## src/rtl/vpfx_pkg.sv

```systemverilog
`timescale 1ns/1ps
package vpfx_pkg;
  localparam int PFX_W   = 32;
  localparam int CODE_W  = 4;
  localparam int TAIL_W  = 20;
  localparam int FLAG_W  = 4;
  localparam logic [5:0] VEC_OPCODE = 6'd1;

  localparam logic [CODE_W-1:0] PC_RESERVED = 4'b0000;
  localparam logic [CODE_W-1:0] PC_ALWAYS   = 4'b0001;

  // Position of each flag inside a condition field.
  localparam int FLAG_LT = 3;
  localparam int FLAG_GT = 2;
  localparam int FLAG_EQ = 1;
  localparam int FLAG_SO = 0;
endpackage

```

## src/rtl/vpfx_field_gather.sv

```systemverilog
`timescale 1ns/1ps
module vpfx_field_gather
  import vpfx_pkg::*;
(
  input  logic [PFX_W-1:0]  pfx,
  output logic              is_vec,
  output logic [CODE_W-1:0] code,
  output logic [TAIL_W-1:0] tail
);
  // Prefix bit k lives at pfx[31-k].
  assign is_vec = (pfx[31:26] == VEC_OPCODE) && pfx[24] && pfx[22];
  // Code = prefix bits 6, 8, 10, 11.
  assign code   = {pfx[25], pfx[23], pfx[21], pfx[20]};
  // Remaining remapped bits = prefix bits 12..31.
  assign tail   = pfx[19:0];
endmodule

```

## src/rtl/vpfx_mask_decode.sv

```systemverilog
`timescale 1ns/1ps
module vpfx_mask_decode
  import vpfx_pkg::*;
#(
  parameter int NELEM = 8
) (
  input  logic [CODE_W-1:0]       code,
  input  logic [NELEM-1:0]        src_a,
  input  logic [NELEM-1:0]        src_b,
  input  logic [NELEM-1:0]        src_c,
  input  logic [FLAG_W*NELEM-1:0] flags,
  output logic [NELEM-1:0]        en,
  output logic                    trap
);
  logic [NELEM-1:0] flag_pick;
  logic [NELEM-1:0] reg_pick;
  logic [NELEM-1:0] raw;

  // Per element: choose one flag of that element's condition field.
  for (genvar i = 0; i < NELEM; i++) begin : g_flag
    logic [FLAG_W-1:0] fld;
    assign fld = flags[FLAG_W*i +: FLAG_W];
    assign flag_pick[i] = (code[2:1] == 2'b00) ? fld[FLAG_LT] :
                          (code[2:1] == 2'b01) ? fld[FLAG_GT] :
                          (code[2:1] == 2'b10) ? fld[FLAG_EQ] :
                                                 fld[FLAG_SO];
  end

  always_comb begin
    case (code[2:1])
      2'b01:   reg_pick = src_a;
      2'b10:   reg_pick = src_b;
      2'b11:   reg_pick = src_c;
      default: reg_pick = '0;
    endcase
  end

  assign raw = code[3] ? flag_pick : reg_pick;

  always_comb begin
    trap = 1'b0;
    if (code == PC_RESERVED) begin
      trap = 1'b1;
      en   = '0;
    end else if (code == PC_ALWAYS) begin
      en = '1;
    end else begin
      en = raw ^ {NELEM{code[0]}};
    end
  end
endmodule

```

## src/rtl/vpfx_out_stage.sv

```systemverilog
`timescale 1ns/1ps
module vpfx_out_stage #(
  parameter int W = 8
) (
  input  logic         clk,
  input  logic         rst,
  input  logic         s_valid,
  output logic         s_ready,
  input  logic [W-1:0] s_data,
  output logic         m_valid,
  input  logic         m_ready,
  output logic [W-1:0] m_data
);
  assign s_ready = !m_valid || m_ready;

  always_ff @(posedge clk) begin
    if (rst) begin
      m_valid <= 1'b0;
      m_data  <= '0;
    end else if (s_ready) begin
      m_valid <= s_valid;
      if (s_valid) m_data <= s_data;
    end
  end
endmodule

```

## src/rtl/vpfx_mask_gen.sv

```systemverilog
`timescale 1ns/1ps
module vpfx_mask_gen
  import vpfx_pkg::*;
#(
  parameter int NELEM = 8
) (
  input  logic                    clk,
  input  logic                    rst,
  input  logic                    in_valid,
  output logic                    in_ready,
  input  logic [PFX_W-1:0]        pfx,
  input  logic [NELEM-1:0]        reg_r3,
  input  logic [NELEM-1:0]        reg_r10,
  input  logic [NELEM-1:0]        reg_r30,
  input  logic [FLAG_W*NELEM-1:0] cr_fld,
  output logic                    out_valid,
  input  logic                    out_ready,
  output logic [NELEM-1:0]        elem_en,
  output logic                    is_vec,
  output logic                    trap,
  output logic [TAIL_W-1:0]       rm_tail
);
  localparam int PAY_W = NELEM + 2 + TAIL_W;

  logic              g_vec;
  logic [CODE_W-1:0] g_code;
  logic [TAIL_W-1:0] g_tail;
  logic [NELEM-1:0]  d_en;
  logic              d_trap;
  logic [NELEM-1:0]  n_en;
  logic              n_trap;
  logic [PAY_W-1:0]  pay_in;
  logic [PAY_W-1:0]  pay_out;

  vpfx_field_gather u_gather (
    .pfx    (pfx),
    .is_vec (g_vec),
    .code   (g_code),
    .tail   (g_tail)
  );

  vpfx_mask_decode #(.NELEM(NELEM)) u_decode (
    .code  (g_code),
    .src_a (reg_r3),
    .src_b (reg_r10),
    .src_c (reg_r30),
    .flags (cr_fld),
    .en    (d_en),
    .trap  (d_trap)
  );

  // A non-vector prefix runs unmasked and never traps.
  assign n_en   = g_vec ? d_en : '1;
  assign n_trap = g_vec & d_trap;
  assign pay_in = {g_vec, n_trap, g_tail, n_en};

  vpfx_out_stage #(.W(PAY_W)) u_out (
    .clk     (clk),
    .rst     (rst),
    .s_valid (in_valid),
    .s_ready (in_ready),
    .s_data  (pay_in),
    .m_valid (out_valid),
    .m_ready (out_ready),
    .m_data  (pay_out)
  );

  assign {is_vec, trap, rm_tail, elem_en} = pay_out;
endmodule

```

## config.mk

```make
export PLATFORM = sky130hd
export DESIGN_NAME = vpfx_mask_gen
export DESIGN_NICKNAME = d
export VERILOG_FILES = /design/src/rtl/vpfx_pkg.sv /design/src/rtl/vpfx_field_gather.sv /design/src/rtl/vpfx_mask_decode.sv /design/src/rtl/vpfx_out_stage.sv /design/src/rtl/vpfx_mask_gen.sv
export SDC_FILE = /design/constraint.sdc
export NUM_CORES = 1
export LEC_CHECK = 0
export ABC_AREA = 1
export BUFFER_PORTS_ARGS = -buffer_cell sky130_fd_sc_hd__buf_2
export CORE_MARGIN = 1.5
export CORE_UTILIZATION = 50
export DETAILED_ROUTE_END_ITERATION = 7
export PLACE_DENSITY = 0.87
export SLEW_MARGIN = 20
export SYNTH_ARGS = -nofsm -noshare
export SYNTH_HDL_FRONTEND = slang
export SYNTH_HIERARCHICAL = 1
export SYNTH_SLANG_ARGS = --single-unit
```

## constraint.sdc

```tcl
create_clock -name clk -period 2.85 [get_ports clk]
set_input_delay 0.285 -clock clk [delete_from_list [all_inputs] [get_ports clk]]
set_output_delay 0.285 -clock clk [all_outputs]
set_load 0.005 [all_outputs]
```

# ---- Word-level counts from Yosys, hierarchy flattened
# Index checks and enable logic that the tools add are counted.
# Widths: inputs -> output; s select.
dict set report word_totals {
  register_bits 31
  wordCells 46
  out_inout_bits 32
  input_bits 92
}
dict set report classes {
  n_reduce_logical 7
  n_mux 30
  eq_ne 5
  bitwise_logic 2
}
# cell n
set ops {}
lappend ops {{$mux 8} 4}
lappend ops {{$mux 1} 25}
lappend ops {{$pmux 8 s3} 1}
lappend ops {{$xor 8x8->8} 1}
lappend ops {{$eq 6x1->1 const B} 1}
lappend ops {{$eq 2x2->1 const B} 2}
lappend ops {{$eq 4x1->1 const B} 1}
lappend ops {{$logic_not 4->1} 1}
lappend ops {{$eq 2x1->1 const B} 1}
lappend ops {{$logic_and 1x1->1} 2}
lappend ops {{$logic_not 2->1} 1}
lappend ops {{$reduce_and 2->1} 1}
lappend ops {{$and 1x1->1} 1}
lappend ops {{$logic_not 1->1} 1}
lappend ops {{$logic_or 1x1->1} 1}

# ---- Longest topological paths before layout
# Gate-level depths: netlist (run 1).
dict set report depth {
  word_depth 9
  mapped_depth 18
  mapped_depth_nobuf 16
}

# ---- Modules after synthesis
# The synthesis (run 1) kept the hierarchy.
# mod seq_area_each_um2 cells_each area_per_inst_um2 n_inst
set modules_own_cells {}
lappend modules_own_cells {vpfx_out_stage 620.6 202 1443.9 1}
lappend modules_own_cells {vpfx_mask_decode 0.0 155 681.9 1}
lappend modules_own_cells {vpfx_field_gather 0.0 33 216.5 1}
lappend modules_own_cells {vpfx_mask_gen 0.0 19 81.3 1}

# ---- Worst setup path before layout (run 1)
# No wires, ideal clock.
dict set report synth_path {
  path_type {input-to-reg}
  startpoint {input port pfx[23]}
  endpoint {register u_out.m_data[6]}
  required_ns 2.735
  slack_ns 1.327
  n_path_buf 3
  stages 15
  arrival_time_ns 1.408
  setup_time_ns 0.115
  path_cell_list {buf_4 -> buf_6 -> nor2_1 -> buf_4 -> a21oi_1 -> nand2_1 -> nand2_1 -> nand2_1 -> nand2_1 -> inv_1 -> nand2_1 -> inv_1 -> nand3_1 -> nand2_1 -> nor2_1}
}
dict set report synth_via {
  elab_chain_len 9
  word_cells_on_any_way 15
  cone_classes {eq/ne (4); mux (8); bitwise (1); reduce/logical (2)}
}
# element line
set synth_rtl {}
lappend synth_rtl {{start: declaration} vpfx_mask_gen.sv:11} ;# input logic [PFX_W-1:0] pfx,
lappend synth_rtl {{$eq 2x2->1} {vpfx_mask_decode.sv:25, vpfx_mask_decode.sv:30}}
lappend synth_rtl {{$mux 1} vpfx_mask_decode.sv:25} ;# (code[2:1] == 2'b10) ? fld[FLAG_EQ] :
lappend synth_rtl {{$mux 1} vpfx_mask_decode.sv:24} ;# (code[2:1] == 2'b01) ? fld[FLAG_GT] :
lappend synth_rtl {{$mux 1} vpfx_mask_decode.sv:23} ;# assign flag_pick[i] = (code[2:1] == 2'b00) ? fld[FLAG_LT] :
lappend synth_rtl {{$mux 8} vpfx_mask_decode.sv:38} ;# assign raw = code[3] ? flag_pick : reg_pick;
lappend synth_rtl {{$xor 8x8->8} vpfx_mask_decode.sv:48} ;# en = raw ^ {NELEM{code[0]}};
lappend synth_rtl {{$mux 8} vpfx_mask_decode.sv:45} ;# end else if (code == PC_ALWAYS) begin
lappend synth_rtl {{$mux 8 (*)} vpfx_mask_decode.sv:42} ;# if (code == PC_RESERVED) begin
lappend synth_rtl {{net d_en[6]} vpfx_mask_gen.sv:28} ;# logic [NELEM-1:0] d_en;
lappend synth_rtl {{$mux 8 (*)} vpfx_mask_gen.sv:53} ;# assign n_en = g_vec ? d_en : '1;
lappend synth_rtl {{net n_en[6]} vpfx_mask_gen.sv:30} ;# logic [NELEM-1:0] n_en;
lappend synth_rtl {{end signal: assignment} vpfx_out_stage.sv:22} ;# if (s_valid) m_data <= s_data;
lappend synth_rtl {{end: declaration} vpfx_out_stage.sv:12} ;# output logic [W-1:0] m_data
# The timed path passes the listed nets; every way through them passes the cells marked *.
# A chain may end at the register's enable or synchronous reset.

# ---- Worst setup path after layout (run 1)
dict set report layout_path {
  startpoint {input port pfx[23]}
  endpoint {register u_out.m_data[0]}
}
# Same word-level chain as after synthesis.

==> results of run 1 <==
[cell families after synthesis]
| logic type | share of synthesized area |
|---|---|
| simple gates | 0.403 |
| compound gates | 0.0805 |
| buf+inv | 0.260 |
| flops | 0.256 |
[power breakdown]
group	leakage [uW]	switching (uW)	total (uW)	internal [uW]
clock	0.0000612	157	440	283
combinational	0.00145	164	297	133
sequential	0.000258	15.4	482	467
[per-stage QoR]
step                      setup slack (ps)  instances  area, um2
final                                 1100        547       2820
after global routing                   817        547       2820
after floorplan                       1330        409       2420
after global placement                 921        539       2700
after detailed placement               834        539       2700
after CTS                             1120        547       2820
[final cells by class]
type                       instances  area share
inverter                          60      0.0799
sequential                        31       0.220
timing repair buffer             123       0.218
clock inverter                     2      0.0124
clock buffer                       6      0.0293
tap                               54      0.0240
multi-input combinational        271       0.416
[layer usage]
| metal | share of wire | vias up | GRT usage |
|---|---|---|---|
| li1 | - | 1399 | - |
| met3 | 0.063 | 4 | 0.0470 |
| met4 | 0.0048 | 0 | 0.0545 |
| met2 | 0.49 | 95 | 0.384 |
| met5 | 0 | - | 0 |
| met1 | 0.44 | 1137 | 0.246 |
[cell usage in the layout, fill, tap and decap left out, drive strengths merged]
cell type	netlist	routed
clkinv	0	1
nand2	130	130
inv	60	60
nor3	1	1
buf	42	123
nand3	50	50
dfxtp	31	31
clkbuf	5	6
nor2	43	43
a21oi	39	39
nand4	8	8
bufinv	0	1
[worst paths after layout]
path | from | end | slack [ps] | depth (start not counted)
min | rst | u_out/m_valid | 180 | 2
min reg2reg | u_out/m_data[8] | u_out/m_data[8] | 470 | 2
max reg2reg | u_out/m_valid | u_out/m_data[23] | 1630 | 4
max | pfx[23] | u_out/m_data[0] | 1100 | 13
[flip-flops by register name, indices dropped and copies added (netlist names)]
signal,count
u_out/m_data,30
u_out/m_valid,1
==> results.sh, run 1 <==
export IMPL_crit_top_cell="nand2_1"
export IMPL_clk_latency_ps=270
export IMPL_viasPerCell=4.82
export IMPL_placementRows=25
export IMPL_cts_hold_buf=0
export IMPL_vias=2635
export IMPL_crit_fanout=13
export IMPL_critPathSlowestCell="nor2_1"
export IMPL_hpwl_mm=4.05
export IMPL_grt_max_degree=63
export IMPL_regArea_um2=621
export IMPL_wire_per_inst_um=10.0
export IMPL_max_stage_delay_ps=570
export IMPL_yosysTopAreaCell="dfxtp_1"
export IMPL_cts_setup_buffers=0
export IMPL_core_um2=4690
export IMPL_slew_violations=0
export IMPL_wirelength_mm=5.47
export IMPL_total_power_uw=1220
export IMPL_post_route_min_period_ps=1750
export IMPL_synth_common_cells="nand2_1, inv_1, nand3_1, nor2_1, a21oi_1"
export IMPL_cts_root_buf="clkbuf_8"
export IMPL_routabilityCongestion=0.838
export IMPL_numCtsBuffers=5
export IMPL_synth_net_count=501
export IMPL_fin_setup_tns_ps=0
export IMPL_path_clk_slew_ps=70
export IMPL_end_kind="flip-flop"
export IMPL_period_share=0.613
export IMPL_nets=584
export IMPL_grt_ovfl_total=0
export IMPL_worstPathCellList="buf_2, nor2_1, inv_1, nand2_1, nand2_1, nand3_1, nand2_1, inv_1, nand2_1, inv_1, nand3_1, nand2_1, nor2_1"
export IMPL_die_h_um=72.6
export IMPL_synth_edf_count=0
export IMPL_syn_inst=409
export IMPL_synth_seq_cells=31
export IMPL_critPathLaunchType="input pin"
export IMPL_p_leak_uw=0.00177
export IMPL_min_path_type="in2reg"
export IMPL_power_per_cell_area_nw_per_um2=433
export IMPL_cts_tree="yes"
export IMPL_worstSetupPathType="in2reg"
export IMPL_rsz0062_at_grt="no"
export IMPL_num_fill_cells=495
export IMPL_skew_ps=4.33
export IMPL_start_util=0.517
export IMPL_synth_distinct_cells=17
export IMPL_area_growth_pct=16.3
export IMPL_hold_viol_final=0
export IMPL_grt_antenna_before_repair=0
export IMPL_synth_top_cell_area_share=0.256
export IMPL_yosysWarnings=6
export IMPL_ant_nets=0
export IMPL_syn_mean_instance_area_um2=5.93
export IMPL_yosysMostFrequentCell="nand2_1"
export IMPL_worstPathRequired_ps=3020
export IMPL_drive_gt1_frac=0.286
export IMPL_drcViolationCount=0
export IMPL_synth_seq_area_share=0.256
export IMPL_fmax_mhz=573
export IMPL_slew_headroom=0.338
export IMPL_clk_path_buf_depth=2
export IMPL_grt_pass1_vias=2241
export IMPL_status="completed"
export IMPL_grt_pass1_wl_mm=9.11
export IMPL_arrival_ps=1920
export IMPL_cts_max_level=2
export IMPL_cts_sinks=31
export IMPL_grt_usage=0.210
export IMPL_n_antenna_cell=0
export IMPL_peakVddDrop_mv=0.168
export IMPL_syn_area_um2=2420
export IMPL_cts_resized=0
export IMPL_setup_violations=0
export IMPL_first_iter_violations=71
export IMPL_max_cap_violations=0
export IMPL_async_flop_share=0
export IMPL_io_pins=124
export IMPL_drtPass1Iterations=4
export IMPL_synth_area_leaders="dfxtp_1, nand2_1, nand3_1"
export IMPL_synthFlopType="dfxtp_1"
export IMPL_utilization=0.601
export IMPL_multi_input_area_um2=1170
export IMPL_fin_hold_ws_ps=183
export IMPL_worstMarginPinSlew_ps=993
export IMPL_die_area_um2=5270
export IMPL_die_w_um=72.6
export IMPL_crit_buf_inv=4
export IMPL_cp_top_family="simple AND/OR/NAND/NOR gates"
export IMPL_portBuffers=123
Note: power is estimated with default switching activity, not from simulation.
==> run 2, diff against run 1 <==
--- a/config.mk
+++ b/config.mk
@@ -5,12 +5,12 @@
 export SDC_FILE = /design/constraint.sdc
 export NUM_CORES = 1
 export LEC_CHECK = 0
-export ABC_AREA = 1
+export ABC_AREA = 0
 export BUFFER_PORTS_ARGS = -buffer_cell sky130_fd_sc_hd__buf_2
 export CORE_MARGIN = 1.5
-export CORE_UTILIZATION = 50
+export CORE_UTILIZATION = 41
 export DETAILED_ROUTE_END_ITERATION = 7
-export PLACE_DENSITY = 0.87
+export PLACE_DENSITY = 0.78
 export SLEW_MARGIN = 20
 export SYNTH_ARGS = -nofsm -noshare
 export SYNTH_HDL_FRONTEND = slang
==> constraint.sdc (replaced) <==
create_clock -name clk -period 1.6 [get_ports clk]
set_input_delay 0.16 -clock clk [delete_from_list [all_inputs] [get_ports clk]]
set_output_delay 0.16 -clock clk [all_outputs]
set_load 0.005 [all_outputs]
==> run 2 against run 1 <==
Effect of this change:
- global-route usage shrank 4.1 points
- sequential power grew 74%
- flip-flop and latch count is the same
- final area grew 0.44%
- worst setup slack lost 1000 ps
- critical path depth shrank 11
- via count shrank 25%
- clock power grew 77%
- worst hold slack lost 45 ps
==> results.sh, run 2 <==
export IMPL_portBuffers=123
export IMPL_area_growth_pct=25.3
export IMPL_regArea_um2=621
export IMPL_cts_max_level=2
export IMPL_yosysWarnings=6
export IMPL_routabilityCongestion=0.785
export IMPL_synth_xor_area_frac=0.0310
export IMPL_synth_top_cell_area_share=0.275
export IMPL_drive_gt1_frac=0.571
export IMPL_startpoint="u_out/m_valid"
export IMPL_max_cap_violations=0
export IMPL_num_fill_cells=493
export IMPL_largest_reg_flops=30
export IMPL_end_kind="primary output"
export IMPL_first_iter_violations=45
export IMPL_grt_pass1_vias=1739
export IMPL_total_power_uw=2140
export IMPL_synthAdderAreaFrac=0
export IMPL_synth_distinct_cells=25
export IMPL_synth_top_family_by_area="compound AO/OA/AOI/OAI gates"
export IMPL_cts_root_buf="clkbuf_8"
export IMPL_hold_viol_final=0
export IMPL_synth_area_leaders="dfxtp_1, a21oi_2, a21bo_1"
export IMPL_status="completed"
export IMPL_arrival_ps=1330
export IMPL_n_antenna_cell=0
export IMPL_multi_input_area_um2=1320
export IMPL_async_flop_share=0
export IMPL_ant_nets=0
export IMPL_cts_hold_buf=0
export IMPL_peakVddDrop_mv=0.364
export IMPL_die_h_um=77.2
export IMPL_worstPathRequired_ps=1440
export IMPL_nets=415
export IMPL_synth_edf_count=0
export IMPL_fin_hold_ws_ps=138
export IMPL_yosysMostFrequentCell="a21oi_2"
export IMPL_hold_path_startpoint="pfx[18]"
export IMPL_power_per_cell_area_nw_per_um2=755
export IMPL_clk_path_buf_depth=2
export IMPL_core_um2=5200
export IMPL_final_common_cell="buf_2"
export IMPL_rsz0062_at_grt="no"
export IMPL_drtPass1Iterations=4
export IMPL_mostFrequentLayoutCells="buf_2, a21oi_2, dfxtp_1, nand3_1, a21bo_1"
export IMPL_slew_headroom=0.574
export IMPL_r2r_start="u_out/m_valid"
export IMPL_fmax_mhz=669
export IMPL_post_route_min_period_ps=1490
export IMPL_wirelength_mm=5.11
export IMPL_synth_seq_area_share=0.275
export IMPL_grt_max_degree=63
export IMPL_syn_mean_instance_area_um2=9.57
export IMPL_synth_common_cells="a21oi_2, dfxtp_1, nand3_1, a21bo_1, buf_4"
export IMPL_io_pins=124
export IMPL_top_regs="u_out/m_data x30, u_out/m_valid x1"
export IMPL_synth_seq_cells=31
export IMPL_top_register="u_out/m_data"
export IMPL_fin_ws_ps=106
export IMPL_syn_inst=236
export IMPL_worstMarginPinSlew_ps=639
export IMPL_viasPerCell=5.00
export IMPL_dp_slack_ps=-101
export IMPL_grt_antenna_before_repair=0
export IMPL_synth_simple_area_share=0.131
export IMPL_grt_usage=0.169
export IMPL_numCtsBuffers=5
export IMPL_worstSetupPathType="reg2out"
export IMPL_critPathLaunchType="flip-flop"
export IMPL_grt_ovfl_total=0
export IMPL_cts_sinks=31
export IMPL_min_path_type="in2reg"
export IMPL_synth_compound_area_frac=0.301
export IMPL_yosysTopAreaCell="dfxtp_1"
export IMPL_cts_resized=0
export IMPL_period_share=0.934
export IMPL_hpwl_mm=3.69
export IMPL_die_w_um=77.2
export IMPL_cts_tree="yes"
export IMPL_synthMuxAreaShare=0.115
export IMPL_slew_violations=0
export IMPL_path_clk_slew_ps=60
export IMPL_syn_area_um2=2260
export IMPL_synth_net_count=328
export IMPL_synthFlopType="dfxtp_1"
export IMPL_vias=1971
export IMPL_placementRows=26
export IMPL_start_util=0.434
export IMPL_grt_pass1_wl_mm=8.28
export IMPL_crit_fanout=62
export IMPL_skew_ps=2.13
export IMPL_p_leak_uw=0.00129
export IMPL_die_area_um2=5970
export IMPL_drcViolationCount=0
export IMPL_clk_latency_ps=270
export IMPL_setup_violations=0
export IMPL_cts_setup_buffers=0
export IMPL_wire_per_inst_um=13.0
run 2: cell count changes after synthesis, moves of 10 or more:
cell	previous run	this run
a21oi_2	0	36
nor2_1	42	0
nand3_1	50	30
inv_1	55	1
a21bo_1	0	28
a21oi_1	39	3
buf_2	0	10
nand2_1	126	9
run 2: worst paths after layout:
kind | end | slack [ps] | depth (start not counted)
min | u_out/m_data[26] | 140 | 3
max reg2reg | u_out/m_data[26] | 320 | 3
min reg2reg | u_out/m_data[29] | 570 | 2
max | in_ready | 110 | 2
run 2: cells by family (layout without fill, tap and decap cells):
kind of cell	after synthesis	in the layout
AO/OA/AOI/OAI	77	77
AND/OR/NAND/NOR	54	54
buffers and inverters	50	138
flip-flops	31	31
multiplexers	16	16
XOR/XNOR	8	8
run 2: cell type report:
class	instances	area share
Clock buffer	6	0.0292
Clock inverter	2	0.0124
Inverter	1	0.00133
Multi-Input combinational cell	155	0.465
Sequential cell	31	0.219
Tap cell	70	0.0309
Timing Repair Buffer	129	0.242
run 2: critical path, stage by stage, from the launching register on:
cell,delay [ps]
dfxtp_1,340
nand2b_4,490
buf_2,230
run 2: where the power goes:
group / switching, uW / total [uW] / internal, uW
Sequential: 20.3 / 838 / 818
Combinational: 235 / 518 / 284
Clock: 278 / 781 / 503
Total: 533 / 2140 / 1600
run 2: metal layers:
layer / routed length, um / track usage
met4: 45 / 0.0491
met3: 297 / 0.0369
met2: 2610 / 0.310
met1: 2160 / 0.196
met5: 0 / 0
run 2: stage by stage:
stage           util  setup TNS [ps]  area [um2]  cells
5_1_grt        0.544               0        2830    394
4_1_cts        0.544               0        2830    394
2_1_floorplan      -               0        2270    236
6_report       0.544               0        2830    394
3_3_place_gp   0.521            -448        2710    386
3_5_place_dp   0.521            -703        2710    386
